### src/rtl/alb_pkg.sv
`timescale 1ns/1ps
package alb_pkg;
    localparam int LFSR_W = 8;

    // x^8 + x^6 + x^5 + x^4 + 1, Fibonacci form, maximal length
    function automatic logic [LFSR_W-1:0] lfsr_step(input logic [LFSR_W-1:0] s);
        return {s[LFSR_W-2:0], s[7] ^ s[5] ^ s[4] ^ s[3]};
    endfunction
endpackage

### src/rtl/alb_lfsr.sv
`timescale 1ns/1ps
module alb_lfsr
    import alb_pkg::*;
#(
    parameter logic [LFSR_W-1:0] SEED = 8'h5A
) (
    input  logic              clk,
    input  logic              rst_n,
    output logic [LFSR_W-1:0] state
);
    logic [LFSR_W-1:0] lfsr_d, lfsr_q;

    always_comb begin
        lfsr_d = lfsr_step(lfsr_q);
        if (lfsr_d == '0) lfsr_d = SEED;  // guard, unreachable from a non-zero seed
    end

    always_ff @(posedge clk or negedge rst_n) begin
        if (!rst_n) lfsr_q <= (SEED == '0) ? 8'h01 : SEED;
        else        lfsr_q <= lfsr_d;
    end

    assign state = lfsr_q;
endmodule

### src/rtl/alb_match.sv
`timescale 1ns/1ps
module alb_match #(
    parameter int ENTRIES       = 8,
    parameter int TAG_W         = 28,
    parameter bit DIRECT_MAPPED = 1'b0,
    localparam int IDX_W = (ENTRIES > 1) ? $clog2(ENTRIES) : 1
) (
    input  logic [ENTRIES-1:0][TAG_W-1:0] tag_tbl,
    input  logic [ENTRIES-1:0]            valid,
    input  logic [TAG_W-1:0]              key,
    output logic [ENTRIES-1:0]            match
);
    logic [IDX_W-1:0] key_idx;
    assign key_idx = key[IDX_W-1:0];

    for (genvar e = 0; e < ENTRIES; e++) begin : g_cmp
        if (DIRECT_MAPPED) begin : g_dm
            assign match[e] = valid[e] && (key_idx == IDX_W'(e)) && (tag_tbl[e] == key);
        end else begin : g_fa
            assign match[e] = valid[e] && (tag_tbl[e] == key);
        end
    end
endmodule

### src/rtl/alb_victim.sv
`timescale 1ns/1ps
module alb_victim
    import alb_pkg::*;
#(
    parameter int ENTRIES       = 8,
    parameter bit DIRECT_MAPPED = 1'b0,
    localparam int IDX_W = (ENTRIES > 1) ? $clog2(ENTRIES) : 1
) (
    input  logic [ENTRIES-1:0] valid,
    input  logic [ENTRIES-1:0] hit_vec,
    input  logic [IDX_W-1:0]   key_idx,
    input  logic [LFSR_W-1:0]  rnd,
    output logic [IDX_W-1:0]   victim
);
    if (DIRECT_MAPPED) begin : g_dm
        assign victim = key_idx;
    end else begin : g_fa
        logic [IDX_W-1:0] hit_idx, free_idx;
        logic             any_hit, any_free;

        always_comb begin
            hit_idx  = '0;
            free_idx = '0;
            any_hit  = 1'b0;
            any_free = 1'b0;
            for (int e = ENTRIES - 1; e >= 0; e--) begin
                if (hit_vec[e]) begin
                    hit_idx = IDX_W'(e);
                    any_hit = 1'b1;
                end
                if (!valid[e]) begin
                    free_idx = IDX_W'(e);
                    any_free = 1'b1;
                end
            end
        end

        always_comb begin
            if (any_hit)       victim = hit_idx;
            else if (any_free) victim = free_idx;
            else               victim = rnd[IDX_W-1:0];
        end
    end
endmodule

### src/rtl/atom_lookup_buf.sv
`timescale 1ns/1ps
module atom_lookup_buf
    import alb_pkg::*;
#(
    parameter int  ADDR_W        = 40,
    parameter int  GRAN_LOG2     = 12,
    parameter int  ID_W          = 8,
    parameter int  ENTRIES       = 8,
    parameter bit  DIRECT_MAPPED = 1'b0,
    parameter logic [LFSR_W-1:0] LFSR_SEED = 8'h5A
) (
    input  logic              clk,
    input  logic              rst_n,
    input  logic [ADDR_W-1:0] lk_addr,
    output logic              lk_hit,
    output logic [ID_W-1:0]   lk_id,
    input  logic              fill_en,
    input  logic [ADDR_W-1:0] fill_addr,
    input  logic [ID_W-1:0]   fill_id,
    input  logic              flush
);
    localparam int TAG_W = ADDR_W - GRAN_LOG2;
    localparam int IDX_W = (ENTRIES > 1) ? $clog2(ENTRIES) : 1;

    typedef struct packed {
        logic [ENTRIES-1:0]            valid;
        logic [ENTRIES-1:0][TAG_W-1:0] tag;
        logic [ENTRIES-1:0][ID_W-1:0]  id;
    } tbl_t;

    tbl_t st_d, st_q;

    logic [TAG_W-1:0]   lk_tag, fill_tag;
    logic [ENTRIES-1:0] lk_match, fill_match, valid_vec;
    logic               fill_hit;
    logic [LFSR_W-1:0]  lfsr_q;
    logic [IDX_W-1:0]   victim_w;

    assign lk_tag    = lk_addr[ADDR_W-1:GRAN_LOG2];
    assign fill_tag  = fill_addr[ADDR_W-1:GRAN_LOG2];
    assign valid_vec = st_q.valid;

    alb_match #(.ENTRIES(ENTRIES), .TAG_W(TAG_W), .DIRECT_MAPPED(DIRECT_MAPPED)) u_lk_match (
        .tag_tbl(st_q.tag), .valid(st_q.valid), .key(lk_tag), .match(lk_match)
    );

    alb_match #(.ENTRIES(ENTRIES), .TAG_W(TAG_W), .DIRECT_MAPPED(DIRECT_MAPPED)) u_fill_match (
        .tag_tbl(st_q.tag), .valid(st_q.valid), .key(fill_tag), .match(fill_match)
    );

    assign fill_hit = |fill_match;

    alb_lfsr #(.SEED(LFSR_SEED)) u_lfsr (
        .clk(clk), .rst_n(rst_n), .state(lfsr_q)
    );

    alb_victim #(.ENTRIES(ENTRIES), .DIRECT_MAPPED(DIRECT_MAPPED)) u_victim (
        .valid(st_q.valid), .hit_vec(fill_match), .key_idx(fill_tag[IDX_W-1:0]),
        .rnd(lfsr_q), .victim(victim_w)
    );

    // lookup result: at most one entry matches, so an OR-reduce selects it
    always_comb begin
        lk_hit = |lk_match;
        lk_id  = '0;
        for (int e = 0; e < ENTRIES; e++) begin
            lk_id = lk_id | (st_q.id[e] & {ID_W{lk_match[e]}});
        end
    end

    // next table state
    always_comb begin
        st_d = st_q;
        if (flush) begin
            st_d.valid = '0;
        end else if (fill_en) begin
            st_d.valid[victim_w] = 1'b1;
            st_d.tag[victim_w]   = fill_tag;
            st_d.id[victim_w]    = fill_id;
        end
    end

    always_ff @(posedge clk or negedge rst_n) begin
        if (!rst_n) st_q <= '0;
        else        st_q <= st_d;
    end
endmodule

### config.mk
export PLATFORM = sky130hd
export DESIGN_NAME = atom_lookup_buf
export DESIGN_NICKNAME = d
export VERILOG_FILES = /design/src/rtl/alb_pkg.sv /design/src/rtl/alb_lfsr.sv /design/src/rtl/alb_match.sv /design/src/rtl/alb_victim.sv /design/src/rtl/atom_lookup_buf.sv
export SDC_FILE = /design/constraint.sdc
export NUM_CORES = 1
export LEC_CHECK = 0
export CORE_MARGIN = 4
export CORE_UTILIZATION = 50
export DETAILED_ROUTE_END_ITERATION = 8
export DONT_BUFFER_PORTS = 1
export SKIP_LAST_GASP = 1
export SLEW_MARGIN = 20
export SYNTH_ARGS = -nofsm -noshare
export SYNTH_HDL_FRONTEND = slang
export SYNTH_HIERARCHICAL = 1
export SYNTH_SLANG_ARGS = --single-unit
### constraint.sdc
create_clock -name clk -period 4.1 [get_ports clk]
set_input_delay 0.615 -clock clk [delete_from_list [all_inputs] [get_ports clk]]
set_output_delay 0.615 -clock clk [all_outputs]
set_load 0.01 [all_outputs]
======== Word-level counts from Yosys, hierarchy flattened ========
Index checks and enable logic that the tools add are counted.
cells by class
  $lt $le $gt $ge ......................... 2
  eq/ne operators ......................... 16
  muxes and demuxes ....................... 45
  bitwise logic cells ..................... 20
  reduce and logical (&&, ||, !) cells .... 21
operators with widths
  cell                                                         number
  equality test 28 bit                                         16
  two-way mux 296 bit                                          1
  bitwise mux 224 bit                                          1
  demux 28 bit (select 3 bit)                                  1
  bitwise AND 8 bit                                            8
  bitwise mux 64 bit                                           1
  bitwise OR 8 bit                                             8
  two-way mux 3 bit                                            18
  two-way mux 28 bit                                           1
  demux 8 bit (select 3 bit)                                   1
  two-way mux 8 bit                                            3
  logical AND 1 bit                                            17
  two-way mux 1 bit                                            17
  logical NOT 8 bit                                            1
  OR reduction 8 bit                                           1
  less-than comparator 3 x 4 -> 1 bit (second input constant)  1
  demux 1 bit (select 3 bit)                                   1
  >= comparator 3 x 1 -> 1 bit (second input constant)         1
  XOR 1 bit                                                    3
  AND reduction 2 bit                                          1
  nonzero test 2 bit                                           1
  inverter 1 bit                                               1
storage, ports and cells
  register bits ........................... 304
  input port bits ......................... 92
  output and inout bits ................... 9

======== Longest topological paths before layout ========
  depth in word-level cells ............... 18
  gate-level depth with buffers ........... 14

======== Modules after synthesis ========
Netlist, hierarchy kept.
by module, submodules not included
  module           instances  cells an instance  area an instance (um^2)  sequential area each (um^2)
  atom_lookup_buf  1          689                11618.6                  7407.1
  alb_match        2          332                2602.5                   0.0
  alb_lfsr         1          23                 314.1                    205.2
  alb_victim       1          28                 172.7                    0.0

======== Least setup slack after synthesis ========
No wires, ideal clock.
  path kind ............................... input to register
  from .................................... input fill_addr[22]
  to ...................................... register with a tool-made name
  library setup time ...................... 0.127 ns
  arrival ................................. 3.242 ns
  data required time ...................... 3.973 ns
  slack ................................... 0.730 ns
  cell stages on the path ................. 14
  path through ............................ buf_2 xor2_1 nor4_1 nand3_1 nor4_1 inv_1 a21oi_1 o21bai_1 a221oi_2 nor2b_1 and2_1 buf_6 buf_6 mux2_1
RTL lines
  element             line                   text
  start: declaration  atom_lookup_buf.sv:18  input logic [ADDR_W-1:0] fill_addr,

==> impl_metrics.csv <==
group,metric,value,unit
run_status,outcome,"finished, violations left",
run_status,violations,"negative hold slack",
clock_tree,cts_tree,"done",
setup_path,cp_top_family,"simple AND/OR/NAND/NOR gates",
clock_tree,cts_root_buf,"clkbuf_16",
yosys,synthDistinctLibCells,41,
yosys,synth-seq-cells,304,
timing,maxSlewHeadroom,36.5,%
setup_path,required,4.51,ns
routing,first_pass_iters,5,
setup_path,critical_path_cell_count,13,
clock_tree,clockBufferDepth,3,
global_route,grt_max_degree,305,
run,drv_cap,0,
timing,hold_slack,-0.203,ns
routing,num_vias,11089,
setup_path,crit_path_end_kind,"register",
yosys,synth_area_per_cell,12.3,sq um
timing,period_minus_slack,3.65,ns
clock_tree,htree_levels,2,
floorplanning,start_util,51.1,%
yosys,synth_top_area_share,43.4,%
global_route,grt_usage,26.3,%
layout,final_cells,1870,
timing,rsz0062_at_grt,"no",
global_route,grt_pass1_wl,75500,um
yosys,synth-main-ff-cell,"dfrtp_1",
setup_path,crit_path_cell_trace,"xor2_1 > nor4_1 > nand4_1 > nor4_2 > nor4_2 > nand2_1 > a211oi_2 > a221oi_2 > buf_4 > nor2b_1 > and2_2 > buf_12 > mux2_2",
yosys,synth_edf_count,0,
layout,final_area,19000,sq um
layout,area_delta_synth_final,10.0,%
timing,hold_violations,244,
floorplanning,die_h,194,um
placement,port_buffers,0,
layout,drive_gt1_share,27.6,%
setup_path,cpMaxStageDelayCell,"nor4_1",
clock_tree,cts_buffers,36,
timing,maxSlewViolCount,0,
yosys,async_reset_ff_share,100,%
pwr,vdd_drop_max,0.312,mV
setup_path,worst_setup_path_start_kind,"register",
global_route,overflow,0,
setup_path,reg2reg_depth,13,
floorplanning,rows,67,
yosys,syn-instance-count,1404,
setup_path,path_common_cell,"nor4_2",
setup_path,r2r_slack,0.45,ns
setup_path,cpPeakStageDelay,0.49,ns
routing,drt_wl_total,50500,um
layout,fill_cells,2881,
setup_path,path_max_fanout,23,
routing,drt_iter0_markers,791,
timing,tightestPinTransition,0.952,ns
clock_tree,clk_pin_slew,0.06,ns
pwr,power.density,434,nW/um^2
clock_tree,insertion_delay,0.53,ns
floorplanning,die_w,194,um
yosys,ys_seq_area_share,44.0,%
placement,placed_cells,1806,
global_route,antenna_found_initial,3,
floorplanning,core_area,33900,sq um
yosys,syn_nets,1496,
placement,hpwl,33600,um
layout,antenna_cells,0,
timing,finalSetupTns,0,ns
routing,ant_nets,0,
routing,wire_per_inst,27.0,um
floorplanning,io_pins,101,
placement,gp_congestion,0.876,
clock_tree,cts_sinks,304,
yosys,yosys_warnings,6,
pwr,power.total,0.00826,W
floorplanning,die_area,37700,sq um
setup_path,critPathKind,"reg -> reg",
timing,setup_viol,0,
yosys,netlist_top_cells_area,"dfrtp_1, xor2_1, mux2_2, xnor2_1, mux2_4",
routing,post-route-drc-count,0,
timing,finalClockSkew,0.0234,ns
layout,nNetsFinal,1488,
yosys,netlist_area,17300,sq um
yosys,yosys.area.top_type,"dfrtp_1",
pwr,cellLeakagePower,8.63,nW
timing,period_share,88.9,%
global_route,grt_pass1_vias,11364,
timing,timing.fmax,0.274,GHz
setup_path,arrival,4.05,ns
placement,placed_cell_area,17900,sq um
setup_path,worst-path-buf-inv,2,
worst_hold_path,min_path_type,"in -> async",
routing,vias_per_cell,5.93,
## metrics by stage
| stage | utilization [%] | setup WS, ns |
|---|---|---|
| 6_report | 56.2 | 0.455 |
| 5_1_grt | 56.2 | 0.335 |
| 4_1_cts | 56.2 | 0.490 |
| 3_5_place_dp | 52.7 | 0.284 |
| 3_3_place_gp | 52.7 | 0.314 |
| 2_1_floorplan | - | 0.730 |
## what timing repair did
item / 4_1_cts / 5_1_grt
buffers inserted: 0 / 0
gates resized for setup: 0 / 0
hold endpoints to repair: 300 / 300
## layer usage
layer / track usage (%) / routed length, um / up-vias
met5: 0 / 11 / -
met1: 37.4 / 22900 / 5801
li1: - / - / 4895
met3: 4.76 / 3010 / 70
met2: 41.9 / 23300 / 321
met4: 6.88 / 1240 / 2
## path summary, 6_finish.rpt
path	from	end
worst max-delay path	register	register
worst min-delay path	rst_n	async pin
worst max register to register	register	register
worst min register to register	u_lfsr/state[6]	u_lfsr/state[7]
max in group asynchronous	rst_n	async pin
min in group clk	flush	valid_vec[0]
## where the power goes
part	switching [W]	internal [W]
clock	0.00131	0.00191
sequential	0.000384	0.00341
combinational	0.000481	0.000770
total	0.00218	0.00608
## kinds of logic after synthesis
kind of cell,synth area share (%)
AOI/OAI and AO/OA,2.67
xor gates and xnor gates,22.7
buffers and inverters,3.67
DFF,44.0
muxes,20.0
and+or+nand+nor,6.98
## cell type report
cell class | instances | area, sq um | share of cell area (%)
Clock buffer | 51 | 1040 | 5.45
Inverter | 11 | 41.3 | 0.217
Timing Repair Buffer | 50 | 526 | 2.76
Tap cell | 448 | 561 | 2.94
Clock inverter | 13 | 155 | 0.815
Sequential cell | 304 | 7610 | 40.0
Multi-Input combinational cell | 993 | 9110 | 47.8
## synthesized netlist by cell type, types with 4 or more instances
cell type	n
buf_2	64
inv_1	11
clkbuf_1	11
mux2_2	201
a22oi_1	32
nand4_1	58
mux2_1	29
xor2_1	303
a21o_1	8
buf_6	20
nor2_1	5
nor3_1	20
nand3_1	14
nand2_1	4
dfstp_2	4
dfrtp_1	300
xnor2_1	146
nor4_1	78
mux2_4	58
o21ai_0	7
## cell usage in the layout (no fill, tap or decap), types with 8 or more instances in the layout
cell type	n
a21o_1	8
a22oi_1	32
buf_12	12
buf_4	38
clkbuf_16	36
clkbuf_8	8
dfrtp_1	300
inv_1	11
mux2_1	29
mux2_2	201
mux2_4	58
nand3_1	14
nand4_1	58
nor3_1	20
nor4_1	71
nor4_2	10
xnor2_1	146
xor2_1	303
Power figures use the tool's default switching activity.
